$ cat src/rtl/wsd_pkg.sv
package wsd_pkg;

    // Request address width (byte addressing)
    localparam int REQ_AW       = 8;

    // Default geometry
    localparam int BUS_W_DEF    = 16;
    localparam int WIDE_W_DEF   = 64;

    // Default map
    localparam int NORM_BASE_DEF   = 'h00;
    localparam int NORM_CNT_DEF    = 3;
    localparam int ARR_BASE_DEF    = 'h10;
    localparam int ARR_CNT_DEF     = 4;
    localparam int ARR_STRIDE_DEF  = 4;
    localparam int WIDE_BASE_DEF   = 'h20;
    localparam int WIDE_CNT_DEF    = 2;
    localparam int WIDE_STRIDE_DEF = 16;

    // Field layout shared by every wide register
    localparam int FLD_CNT = 5;
    localparam int FLD_LSB [FLD_CNT] = '{0, 12, 32, 40, 50};
    localparam int FLD_MSB [FLD_CNT] = '{7, 31, 35, 63, 58};

    // Upper bound on sub-words per wide register
    localparam int MAX_SUB = 32;

    typedef struct packed {
        logic              vld;
        logic              wr;
        logic [REQ_AW-1:0] addr;
    } wsd_req_t;

    // Mask of sub-word indices that a field [msb:lsb] touches
    function automatic logic [MAX_SUB-1:0] sub_mask(input int lsb, input int msb, input int aw);
        logic [MAX_SUB-1:0] m;
        m = '0;
        for (int i = 0; i < MAX_SUB; i++) begin
            m[i] = (i >= lsb / aw) && (i <= msb / aw);
        end
        return m;
    endfunction

endpackage

$ cat src/rtl/wsd_match.sv
module wsd_match #(
    parameter int          AW   = 8,
    parameter int unsigned BASE = 0
) (
    input  logic          req_vld,
    input  logic [AW-1:0] req_addr,
    output logic          hit
);
    localparam logic [AW-1:0] SLOT = AW'(BASE);

    // Exact byte compare: low address bits must match the slot as well
    assign hit = req_vld && (req_addr == SLOT);
endmodule

$ cat src/rtl/wsd_subword_bank.sv
module wsd_subword_bank #(
    parameter int          AW     = 8,
    parameter int          BUS_W  = 16,
    parameter int          WIDE_W = 64,
    parameter int unsigned BASE   = 0
) (
    input  logic                      req_vld,
    input  logic [AW-1:0]             req_addr,
    output logic [WIDE_W/BUS_W-1:0]   sub_hit
);
    localparam int SUBW = WIDE_W / BUS_W;
    localparam int STEP = BUS_W / 8;

    for (genvar s = 0; s < SUBW; s++) begin : g_sub
        wsd_match #(
            .AW   (AW),
            .BASE (BASE + s * STEP)
        ) u_match (
            .req_vld  (req_vld),
            .req_addr (req_addr),
            .hit      (sub_hit[s])
        );
    end
endmodule

$ cat src/rtl/wsd_field_reduce.sv
module wsd_field_reduce #(
    parameter int SUBW  = 4,
    parameter int N_FLD = wsd_pkg::FLD_CNT,
    parameter int BUS_W = 16
) (
    input  logic [SUBW-1:0]  sub_stb,
    output logic [N_FLD-1:0] fld_stb
);
    for (genvar f = 0; f < N_FLD; f++) begin : g_fld
        localparam logic [wsd_pkg::MAX_SUB-1:0] FM =
            wsd_pkg::sub_mask(wsd_pkg::FLD_LSB[f], wsd_pkg::FLD_MSB[f], BUS_W);
        assign fld_stb[f] = |(sub_stb & FM[SUBW-1:0]);
    end
endmodule

$ cat src/rtl/wide_subword_decoder.sv
module wide_subword_decoder
    import wsd_pkg::*;
#(
    parameter int BUS_W       = BUS_W_DEF,
    parameter int WIDE_W      = WIDE_W_DEF,
    parameter int NORM_BASE   = NORM_BASE_DEF,
    parameter int NORM_CNT    = NORM_CNT_DEF,
    parameter int ARR_BASE    = ARR_BASE_DEF,
    parameter int ARR_CNT     = ARR_CNT_DEF,
    parameter int ARR_STRIDE  = ARR_STRIDE_DEF,
    parameter int WIDE_BASE   = WIDE_BASE_DEF,
    parameter int WIDE_CNT    = WIDE_CNT_DEF,
    parameter int WIDE_STRIDE = WIDE_STRIDE_DEF,
    parameter int N_FLD       = FLD_CNT
) (
    input  logic                        clk,
    input  logic                        rst,
    input  logic                        req_vld,
    input  logic                        req_wr,
    input  logic [REQ_AW-1:0]           req_addr,
    output logic [NORM_CNT-1:0]         norm_stb,
    output logic [ARR_CNT-1:0]          arr_stb,
    output logic [WIDE_CNT*(WIDE_W/BUS_W)-1:0] wide_stb,
    output logic [WIDE_CNT*N_FLD-1:0]   fld_stb,
    output logic                        dec_wr
);
    localparam int SUBW      = WIDE_W / BUS_W;
    localparam int BUS_BYTES = BUS_W / 8;
    localparam int N_WSTB    = WIDE_CNT * SUBW;
    localparam int N_ALL     = NORM_CNT + ARR_CNT + N_WSTB;
    localparam logic [REQ_AW-1:0] LOW_MASK = REQ_AW'(BUS_BYTES - 1);

    wsd_req_t req;
    assign req = '{vld: req_vld, wr: req_wr, addr: req_addr};

    logic [NORM_CNT-1:0] norm_hit;
    logic [ARR_CNT-1:0]  arr_hit;
    logic [N_WSTB-1:0]   wide_hit;

    // Normal registers at consecutive bus-width slots
    for (genvar i = 0; i < NORM_CNT; i++) begin : g_norm
        wsd_match #(
            .AW   (REQ_AW),
            .BASE (NORM_BASE + i * BUS_BYTES)
        ) u_match (
            .req_vld  (req.vld),
            .req_addr (req.addr),
            .hit      (norm_hit[i])
        );
    end

    // Arrayed registers: base plus index times stride
    for (genvar k = 0; k < ARR_CNT; k++) begin : g_arr
        wsd_match #(
            .AW   (REQ_AW),
            .BASE (ARR_BASE + k * ARR_STRIDE)
        ) u_match (
            .req_vld  (req.vld),
            .req_addr (req.addr),
            .hit      (arr_hit[k])
        );
    end

    // Wide registers: one bank of sub-word compares each
    for (genvar w = 0; w < WIDE_CNT; w++) begin : g_wide
        wsd_subword_bank #(
            .AW     (REQ_AW),
            .BUS_W  (BUS_W),
            .WIDE_W (WIDE_W),
            .BASE   (WIDE_BASE + w * WIDE_STRIDE)
        ) u_bank (
            .req_vld  (req.vld),
            .req_addr (req.addr),
            .sub_hit  (wide_hit[w*SUBW +: SUBW])
        );
    end

    // Output registers
    logic [NORM_CNT-1:0] norm_q;
    logic [ARR_CNT-1:0]  arr_q;
    logic [N_WSTB-1:0]   wide_q;
    logic                wr_q;

    always_ff @(posedge clk) begin
        if (rst) begin
            norm_q <= '0;
            arr_q  <= '0;
            wide_q <= '0;
            wr_q   <= 1'b0;
        end else begin
            norm_q <= norm_hit;
            arr_q  <= arr_hit;
            wide_q <= wide_hit;
            wr_q   <= req.vld & req.wr;
        end
    end

    // Field strobes reduced from the registered sub-word strobes
    for (genvar w = 0; w < WIDE_CNT; w++) begin : g_fred
        wsd_field_reduce #(
            .SUBW  (SUBW),
            .N_FLD (N_FLD),
            .BUS_W (BUS_W)
        ) u_reduce (
            .sub_stb (wide_q[w*SUBW +: SUBW]),
            .fld_stb (fld_stb[w*N_FLD +: N_FLD])
        );
    end

    assign norm_stb = norm_q;
    assign arr_stb  = arr_q;
    assign wide_stb = wide_q;
    assign dec_wr   = wr_q;

    logic [N_ALL-1:0] all_stb;
    assign all_stb = {norm_q, arr_q, wide_q};

    AST_IDLE_QUIET: assert property (@(posedge clk) disable iff (rst)
        !$past(req_vld) |-> (all_stb == '0 && fld_stb == '0 && !dec_wr));

    AST_ONE_STROBE: assert property (@(posedge clk) disable iff (rst)
        $onehot0(all_stb));

    AST_FIELD_NEEDS_SUB: assert property (@(posedge clk) disable iff (rst)
        (|fld_stb) |-> (|wide_stb));

    AST_MISALIGNED_MISS: assert property (@(posedge clk) disable iff (rst)
        $past(req_vld && ((req_addr & LOW_MASK) != '0)) |-> (all_stb == '0));

    AST_WR_ALIGNED: assert property (@(posedge clk) disable iff (rst)
        dec_wr |-> $past(req_vld && req_wr));

    AST_PULSE_ONLY: assert property (@(posedge clk) disable iff (rst)
        (|all_stb) |-> $past(req_vld));

endmodule

$ cat config.mk
export PLATFORM = sky130hd
export DESIGN_NAME = wide_subword_decoder
export DESIGN_NICKNAME = d
export VERILOG_FILES = /design/src/rtl/wsd_pkg.sv /design/src/rtl/wsd_match.sv /design/src/rtl/wsd_subword_bank.sv /design/src/rtl/wsd_field_reduce.sv /design/src/rtl/wide_subword_decoder.sv
export SDC_FILE = /design/constraint.sdc
export NUM_CORES = 1
export LEC_CHECK = 0
export BUFFER_PORTS_ARGS = -buffer_cell sky130_fd_sc_hd__buf_2
export CORE_MARGIN = 2
export CORE_UTILIZATION = 39
export CTS_BUF_LIST = sky130_fd_sc_hd__clkbuf_4 sky130_fd_sc_hd__clkbuf_8 sky130_fd_sc_hd__clkbuf_16
export DETAILED_ROUTE_END_ITERATION = 8
export GPL_ROUTABILITY_DRIVEN = 0
export PLACE_DENSITY = 0.76
export SYNTH_ARGS = -nofsm -noshare
export SYNTH_HDL_FRONTEND = slang
export SYNTH_SLANG_ARGS = --single-unit
$ cat constraint.sdc
create_clock -name clk -period 1.08 [get_ports clk]
set_input_delay 0.108 -clock clk [delete_from_list [all_inputs] [get_ports clk]]
set_output_delay 0.108 -clock clk [all_outputs]
set_load 0.03 [all_outputs]
Word level (Yosys, flattened, before mapping)
Cells that the tools add are included.
{"block": "classes", "n_eq_ne": 14, "bitwise_logic": 1, "n_reduce_logical": 20}
{"operator": "$eq A8 B6 Y1 const B", "n": 8}
{"operator": "$eq A8 B5 Y1 const B", "n": 4}
{"operator": "$logic_and A1 B1 Y1", "n": 15}
{"operator": "$eq A8 B2 Y1 const B", "n": 1}
{"operator": "$eq A8 B3 Y1 const B", "n": 1}
{"operator": "$logic_not A8 Y1", "n": 1}
{"operator": "$reduce_or A2 Y1", "n": 4}
{"operator": "$and A1 B1 Y1", "n": 1}
{"block": "word_totals", "register_bits": 16, "input_bits": 12, "output_inout_bits": 26, "word_cells": 39}

Longest topological paths before layout
Gate-level depths: netlist of the first run.
{"block": "logic_depth", "ltp_word": 2, "mapped_depth": 3, "mapped_depth_nobuf": 2}

Hierarchy
From an unflattened synthesis of the first run, not the netlist that was laid out.
{"block": "hier_totals", "cells_unflattened": 89, "hier_area_um2": 957.2}
{"mod": "wide_subword_decoder", "n_inst": 1, "cells_per_inst": 33, "area_each_um2": 465.4, "seq_area_each_um2": 320.3}
{"mod": "wsd_match (g_arr[1].u_match ...)", "n_inst": 3, "cells_per_inst": 3, "area_each_um2": 25.0, "seq_area_each_um2": 0.0}
{"mod": "wsd_field_reduce", "n_inst": 2, "cells_per_inst": 5, "area_each_um2": 35.0, "seq_area_each_um2": 0.0}
{"mod": "wsd_match (g_norm[1].u_match ...)", "n_inst": 2, "cells_per_inst": 3, "area_each_um2": 31.3, "seq_area_each_um2": 0.0}
{"mod": "wsd_match (g_arr[0].u_match ...)", "n_inst": 2, "cells_per_inst": 3, "area_each_um2": 30.0, "seq_area_each_um2": 0.0}
{"mod": "wsd_match (g_wide[0].u_bank.g_sub[3].u_match ...)", "n_inst": 2, "cells_per_inst": 3, "area_each_um2": 27.5, "seq_area_each_um2": 0.0}
{"mod": "wsd_match (g_arr[3].u_match ...)", "n_inst": 2, "cells_per_inst": 3, "area_each_um2": 23.8, "seq_area_each_um2": 0.0}
{"mod": "wsd_match (g_wide[1].u_bank.g_sub[3].u_match)", "n_inst": 1, "cells_per_inst": 3, "area_each_um2": 33.8, "seq_area_each_um2": 0.0}
{"mod": "wsd_match (g_wide[0].u_bank.g_sub[1].u_match)", "n_inst": 1, "cells_per_inst": 3, "area_each_um2": 32.5, "seq_area_each_um2": 0.0}
{"mod": "wsd_match (g_norm[0].u_match)", "n_inst": 1, "cells_per_inst": 3, "area_each_um2": 28.8, "seq_area_each_um2": 0.0}
{"mod": "wsd_match (g_wide[1].u_bank.g_sub[0].u_match)", "n_inst": 1, "cells_per_inst": 4, "area_each_um2": 26.3, "seq_area_each_um2": 0.0}

Least setup slack after synthesis of the first run
No wires, ideal clock.
{"block": "synth_timing", "path_type": "reg2out", "startpoint": "register wide_q[3], in the netlist wide_stb[3]", "endpoint": "output port fld_stb[3]", "t_arrival_ps": 807, "required_time_ps": 972, "slack_ps": 165, "stages_incl_launch_ff": 2, "n_path_buf": 0, "path_cell_list": "dfxtp_1 or2_2"}
{"block": "synth_via", "elab_chain_len": 1}
{"item": "start: declaration", "line_no": "wide_subword_decoder.sv:81", "text": "logic [N_WSTB-1:0] wide_q;"}
{"item": "start signal: assignment", "line_no": "wide_subword_decoder.sv:93", "text": "wide_q <= wide_hit;"}
{"item": "$reduce_or A2 Y1", "line_no": "wsd_field_reduce.sv:12", "text": "assign fld_stb[f] = |(sub_stb & FM[SUBW-1:0]);"}
{"item": "end: declaration", "line_no": "wide_subword_decoder.sv:24", "text": "output logic [WIDE_CNT*N_FLD-1:0] fld_stb,"}
No other way between the ends.

Final worst setup path of the first run
{"block": "layout_timing", "startpoint": "register wide_q[5], in the netlist wide_stb[5]", "endpoint": "output port fld_stb[6]"}
The elaborated chain is that of the path after synthesis.

==> impl_metrics.json, run 1 <==
{
  "grt_max_degree": 14,
  "drive_above_1_share_pct": 67.4,
  "die_h_um": 42.7,
  "groute.usage.overall_pct": 15.2,
  "vias": 535,
  "ys_seq_area_share_pct": 54.9,
  "fillCellCount": 121,
  "start_kind": "register",
  "crit_fanout": 2,
  "grt_pass1_vias": 502,
  "routedWlPerCell_um": 11.5,
  "min-delay-start": "req_wr",
  "core-area_um2": 1350,
  "finish.instance_area_um2": 848,
  "endpoint_kind": "primary output",
  "fmax_mhz": 917,
  "antenna_cells": 0,
  "rsz0062_at_grt": "true",
  "synthToLayoutAreaGrowth_pct": 45.5,
  "finalSetupViolCount": 4,
  "synth_area_per_cell_um2": 11.0,
  "place_area_um2": 731,
  "ir_drop_mv": 0.803,
  "period_share_pct": 101,
  "clock_path_buffers": 2,
  "ys_ff_latch": 16,
  "row_count": 13,
  "die_x_um": 42.7,
  "layout_commonest_cell": "buf_2",
  "via_per_inst": 5.00,
  "slew_headroom_pct": 85.1,
  "cap_violations": 0,
  "stdcell_count": 107,
  "synth_area_um2": 583,
  "drcViolationCount": 0,
  "slew_violations": 0,
  "grt_pass1_wl_mm": 2.07,
  "nets": 105,
  "root_buffer": "clkbuf_4",
  "ys.warnings.count": 0,
  "grt_overflow_total": 0,
  "fin_crit_ns": 1.09,
  "hold_viol": 0,
  "cts_buffers": 3,
  "wirelength_mm": 1.23,
  "cts_tree": "done",
  "dp_hpwl_um": 913,
  "crit_start": "wide_stb[5]",
  "syn-instance-count": 53,
  "p_leak_nw": 0.422,
  "final_cell_mix": "buf_2, nor3_1, dfxtp_1",
  "antenna_found_initial": 0,
  "numPortBuffers": 37,
  "cts_sinks": 16,
  "final_util_pct": 62.8,
  "drt_first_iter_violations": 2,
  "clkTransAtPathRegs_ns": 0.09,
  "crit_arrival_ns": 0.98,
  "total_power_w": 0.00104,
  "first_pass_iters": 2,
  "holdPathStages": 2,
  "critPathKind": "register to primary output",
  "place_inst": 98,
  "yosys.cell_types.count": 15,
  "min_to": "dec_wr",
  "ant_nets": 0,
  "status": "finished with violations",
  "htree_num_levels": 1,
  "cellPowerDensity_nw_per_um2": 1230,
  "dieArea_um2": 1820,
  "initial_utilization_pct": 43.2,
  "final.setup.worst_slack_ns": -0.00994,
  "hp-class": "input pin to register",
  "failed_checks": "setup timing",
  "tightest_slew_ns": 0.221,
  "ios": 38,
  "syn_nets": 65,
  "cts_hold_buf": 0,
  "cp_data_required_time_ns": 0.97
}
-- worst max-delay path by stage --
stage / end / depth (start not counted) / slack (ns)
3_5_place_dp: wide_stb[3] / 3 / -0.01
3_3_place_gp: arr_stb[3] / 3 / 0.009
6_report: fld_stb[6] / 2 / -0.01
4_1_cts: fld_stb[1] / 2 / -0.008
2_1_floorplan: fld_stb[3] / 1 / 0.16
5_1_grt: fld_stb[3] / 2 / -0.04
-- metrics by stage --
step / setup TNS [ns] / worst slack, ns / hold slack (ns)
4_1_cts: -0.0266 / -0.00791 / 0.0614
2_1_floorplan: 0 / 0.165 / 0.264
3_3_place_gp: 0 / 0.00862 / 0.354
6_report: -0.0227 / -0.00994 / 0.0606
3_5_place_dp: -0.0138 / -0.0138 / 0.353
5_1_grt: -0.144 / -0.0416 / 0.0663
-- repair_timing --
| item | CTS | global route |
|---|---|---|
| setup endpoints to repair | 4 | 4 |
| cloned | 0 | 0 |
| resized for setup | 19 | 0 |
| pin swaps | 3 | 2 |
| setup buffers | 5 | 0 |
-- per-layer routing --
metal  wire length, um  track usage (%)
met1               472             17.2
met2               647             26.1
met3                86             2.55
met4                21             9.38
met5                 0                0
-- synth_stat cells --
master	instances	area share, %
and3b_1	1	1.5
buf_4	6	7.7
buf_6	1	1.9
dfxtp_1	16	55
nand3b_1	2	2.6
nand4bb_1	1	1.9
nor3_1	14	12
nor3_2	1	1.7
or2_2	4	4.3
or3_1	1	1.1
or3b_2	2	3.0
or3b_4	1	1.9
or4_1	1	1.3
or4b_1	1	1.7
or4b_4	1	2.4
-- state kept, by name (all words and copies together), names as in the netlist --
register / flops
dec_wr: 1
norm_stb: 3
arr_stb: 4
wide_stb: 8
-- power by group --
group | switching [W] | total (W) | internal, W | leakage [nW]
clock | 0.000175 | 0.000380 | 0.000205 | 0.0210
sequential | 0.000000512 | 0.000592 | 0.000591 | 0.133
combinational | 0.0000374 | 0.0000689 | 0.0000316 | 0.268
total | 0.000213 | 0.00104 | 0.000828 | 0.422
-- layout make-up --
cell class / count / area (um^2) / area share (%)
well taps: 15 / 18.8 / 2.21
flip-flops and latches: 16 / 329 / 38.8
multi-input cells: 30 / 216 / 25.5
repair buffers: 42 / 248 / 29.2
clock buffers: 4 / 36.3 / 4.28
-- critical path, cell delays in order, from the launching register on --
cell	delay [ns]
dfxtp_2	0.33
or2_4	0.24
buf_6	0.14
-- cells by family (layout without fill, tap and decap cells) --
logic type | after synthesis | after routing | share of synthesized area [%]
buffers and inverters | 7 | 46 | 9.66
DFF | 16 | 16 | 54.9
and+or+nand+nor | 30 | 30 | 35.4
No activity file was read; power rests on OpenSTA's default activity.
==> run 2: changes to the inputs <==
ABC_AREA = 1   (was not set)
==> impl_metrics.json, run 2 <==
{
  "synth_area_leader_cell": "dfxtp_1",
  "cellPowerDensity_nw_per_um2": 1200,
  "dp_slack_ns": 0.220,
  "ys_ff_latch": 16,
  "synth_mux_area_share_pct": 0,
  "p_leak_nw": 0.484,
  "first_pass_iters": 5,
  "drcViolationCount": 0,
  "hold_viol": 0,
  "initial_utilization_pct": 40.3,
  "synthSimpleGateAreaFrac_pct": 32.1,
  "fillCellCount": 150,
  "ios": 38,
  "period_share_pct": 102,
  "drive_above_1_share_pct": 54.0,
  "cts_sinks": 16,
  "path_buf_inv": 1,
  "dieArea_um2": 1850,
  "synth_area_per_cell_um2": 8.12,
  "numPortBuffers": 37,
  "vias": 575,
  "cts_buffers": 3,
  "synth_flop_cell": "dfxtp_1",
  "multi_input_area_um2": 200,
  "nets": 126,
  "synth_area_um2": 593,
  "dp_hpwl_um": 910,
  "critPathKind": "register to primary output",
  "grt_pass1_vias": 518,
  "slew_violations": 0,
  "syn_nets": 85,
  "ir_drop_mv": 0.800,
  "p_sw_w": 0.000223,
  "cp_cell_sequence": "or2_4 > buf_6",
  "die_x_um": 43.0,
  "seq_area_um2": 328,
  "largest_reg_flops": 8,
  "ys_top_cells_by_area": "dfxtp_1, nor2_1, buf_4, inv_1, nand2_1",
  "synthToLayoutAreaGrowth_pct": 47.0,
  "hp-class": "input pin to register",
  "yosys.area_share.adder_pct": 0,
  "clkTransAtPathRegs_ns": 0.09,
  "cp_data_required_time_ns": 0.97,
  "rsz0062_at_grt": "true",
  "place_area_um2": 753,
  "finalSetupViolCount": 4,
  "status": "finished with violations",
  "crit_arrival_ns": 0.99,
  "fmax_mhz": 911,
  "grt_pass1_wl_mm": 2.00,
  "endpoint_kind": "primary output",
  "synth_xor_area_share_pct": 0,
  "final_cell_mix": "buf_2, nor2_1, inv_1, dfxtp_1, nand2_1",
  "yosys.cell_types.count": 10,
  "clock_path_buffers": 2,
  "antenna_found_initial": 0,
  "synth_top_family_by_area": "simple AND/OR/NAND/NOR gates",
  "wirelength_mm": 1.18,
  "cap_violations": 0,
  "setup_tns_ns": -0.0500,
  "comb_power_share_pct": 7.1,
  "root_buffer": "clkbuf_4",
  "layout_commonest_cell": "buf_2",
  "syn-instance-count": 73,
  "grt_overflow_total": 0,
  "yosysMostFrequentCell": "nor2_1",
  "die_h_um": 43.0,
  "tightest_slew_ns": 0.172,
  "power.internal_w": 0.000827,
  "htree_num_levels": 1,
  "grt_max_degree": 10,
  "drt_first_iter_violations": 5,
  "synth_edf_count": 0,
  "via_per_inst": 4.46,
  "final.setup.worst_slack_ns": -0.0175,
  "antenna_cells": 0,
  "ys.warnings.count": 0,
  "failed_checks": "setup timing",
  "start_kind": "register",
  "ant_nets": 0,
  "slowest_delay_ns": 0.33,
  "path_delay_family": "flip-flops",
  "routedWlPerCell_um": 9.12,
  "synthArstFlopShare_pct": 0,
  "row_count": 14,
  "synth_common_cells": "nor2_1, dfxtp_1, inv_1",
  "cts_tree": "done",
  "worst_path_max_delay_cell": "dfxtp_2",
  "core-area_um2": 1470,
  "finish.instance_area_um2": 872,
  "total_power_w": 0.00105,
  "ys_seq_area_share_pct": 54.0,
  "switching_share_pct": 21.2,
  "slew_headroom_pct": 88.5,
  "groute.usage.overall_pct": 14.7,
  "crit_fanout": 2,
  "p_seq_share_pct": 56.3,
  "synth-compound-area-share_pct": 0,
  "fin_crit_ns": 1.10,
  "p_clk_share_pct": 36.6,
  "timing.hold.ws_ns": 0.0281,
  "yosys.area.top_type_share_pct": 54.0
}
[run 2: final timing paths]
path	startpoint	slack, ns	cells past startpoint	to
worst max-delay path	wide_stb[7]	-0.02	2	fld_stb[8]
worst min-delay path	req_wr	0.03	3	dec_wr
[run 2: cell families after synthesis]
logic type / after synthesis
buffers and inverters: 16
AND/OR/NAND/NOR: 41
flip-flops: 16
[run 2: routing by layer]
layer,global-route usage [%],share of wire [%]
met5,0,0
met4,9.09,2.5
met3,3.40,10
met2,27.9,53
met1,14.0,34
[run 2: final cells by class]
| type | count | area share, % |
|---|---|---|
| clock buffer | 4 | 4.16 |
| inverter | 10 | 4.30 |
| multi-input combinational | 41 | 23.0 |
| sequential | 16 | 37.6 |
| tap | 16 | 2.30 |
| timing repair buffer | 42 | 28.7 |
[run 2: per-stage QoR]
step / cells / util, %
final: 129 / 59.3
after global routing: 129 / 59.3
after CTS: 128 / 58.6
after detailed placement: 120 / 51.2
after global placement: 120 / 51.2
after floorplan: 73 / -
[run 2: power by group through the flow]
stage	combinational [W]	clock [W]	sequential, W
3_3_place_gp	0.0000680	0	0.000606
2_1_floorplan	0.0000334	0	0.000610
5_1_grt	0.0000846	0.000422	0.000592
6_report	0.0000744	0.000384	0.000592
4_1_cts	0.0000749	0.000399	0.000592
3_5_place_dp	0.0000706	0	0.000606
[run 2: tightest hold or removal path, cell delays in order]
cell,delay (ns)
buf_2,0.09
nand2_1,0.05
nor2_1,0.03
[run 2: what timing repair did]
item / in CTS / in global routing
hold endpoints to repair: 1 / 0
resized for setup: 16 / 2
buffers inserted: 3 / 1
pin swaps: 1 / 3
hold buffers: 1 / 0
endpoints found under the setup margin: 4 / 5
==> run 3: changes to the inputs <==
RECOVER_POWER = 100   (was not set)
==> impl_metrics.json, run 3 (synthesis results as in run 2) <==
{
  "hold_viol": 0,
  "tightest_slew_ns": 0.174,
  "cellPowerDensity_nw_per_um2": 1220,
  "via_per_inst": 4.43,
  "final_cell_mix": "clkbuf_2, nor2_1, buf_2",
  "initial_utilization_pct": 40.3,
  "cp_data_required_time_ns": 0.97,
  "dp_hpwl_um": 910,
  "p_leak_nw": 0.462,
  "grt_max_degree": 10,
  "grt_pass1_wl_mm": 2.00,
  "hp-class": "input pin to register",
  "core-area_um2": 1470,
  "critPathKind": "register to primary output",
  "row_count": 14,
  "die_x_um": 43.0,
  "nets": 126,
  "synthToLayoutAreaGrowth_pct": 45.6,
  "period_share_pct": 102,
  "grt_pass1_vias": 518,
  "endpoint_kind": "primary output",
  "cts_tree": "done",
  "dp_slack_ns": 0.220,
  "numPortBuffers": 37,
  "rsz0062_at_grt": "true",
  "die_h_um": 43.0,
  "fmax_mhz": 911,
  "crit_fanout": 2,
  "root_buffer": "clkbuf_4",
  "fillCellCount": 152,
  "ir_drop_mv": 0.808,
  "crit_arrival_ns": 0.99,
  "min-delay-start": "req_wr",
  "clkTransAtPathRegs_ns": 0.09,
  "fin_crit_ns": 1.10,
  "busiest_layer": "met2",
  "layout_commonest_cell": "clkbuf_2",
  "antenna_cells": 0,
  "drt_first_iter_violations": 5,
  "grtUsageMet2_pct": 27.9,
  "finalSetupViolCount": 4,
  "htree_num_levels": 1,
  "stdcell_count": 129,
  "crit_start": "wide_stb[7]",
  "ant_nets": 0,
  "cts_sinks": 16,
  "slew_violations": 0,
  "slew_headroom_pct": 88.4,
  "groute.usage.overall_pct": 14.7,
  "final.setup.worst_slack_ns": -0.0180,
  "largest_reg_flops": 8,
  "start_kind": "register",
  "cap_violations": 0,
  "timing.hold.ws_ns": 0.0280,
  "cts_buffers": 3,
  "grt_overflow_total": 0,
  "met1_usage_pct": 14.0,
  "gr-usage-met3_pct": 3.40,
  "dieArea_um2": 1850,
  "vias": 571,
  "status": "finished with violations",
  "drive_above_1_share_pct": 52.2,
  "place_inst": 120,
  "ios": 38,
  "failed_checks": "setup timing",
  "antenna_found_initial": 0,
  "drcViolationCount": 0,
  "wirelength_mm": 1.17,
  "first_pass_iters": 4,
  "clock_path_buffers": 2,
  "routedWlPerCell_um": 9.04,
  "setup_tns_ns": -0.0486
}
run 3: cell count changes in the layout (fill, tap and decap cells not counted), sizes merged:
cell / previous run / this run
buf: 41 / 20
clkbuf: 4 / 25
run 3: worst max-delay path, stage by stage (launching register included):
cell,delay [ns]
dfxtp_2,0.33
or2_4,0.24
buf_6,0.14
run 3: per-stage QoR:
stage / cell area, um^2 / total power [W] / utilization, %
after floorplan: 593 / 0.000644 / -
after global placement: 753 / 0.000674 / 51.2
after detailed placement: 753 / 0.000676 / 51.2
after CTS: 862 / 0.00107 / 58.6
after global routing: 863 / 0.00110 / 58.7
final: 863 / 0.00105 / 58.7
run 3: metal layers:
metal  wire (um)  part of all wire (%)  vias up
met4          27                   2.3        0
met1         403                    35      248
met2         622                    53       31
li1            -                     -      289
met5           0                     0        -
met3         113                   9.7        3
run 3: path summary, 6_finish.rpt:
| kind | to | depth (start not counted) |
|---|---|---|
| worst max-delay path | fld_stb[8] | 2 |
| worst min-delay path | dec_wr | 3 |
run 3: area by class of cell:
class / count / area (um^2) / share of cell area [%]
flip-flops and latches: 16 / 328 / 38.0
clock buffers: 4 / 36.3 / 4.20
multi-input cells: 41 / 193 / 22.3
inverters: 10 / 37.5 / 4.35
well taps: 16 / 20.0 / 2.32
repair buffers: 42 / 249 / 28.8
run 3: repair_timing:
action | CTS | global route
hold buffers | 1 | 0
pin swaps | 1 | 3
gates resized for setup | 16 | 2
endpoints found under the setup margin | 4 | 5
endpoints found under the hold margin | 1 | 0
setup buffers | 3 | 1
run 3: where the power goes:
part	switching (W)	internal, W
Clock	0.000181	0.000205
Sequential	0.000000528	0.000591
Combinational	0.0000417	0.0000291
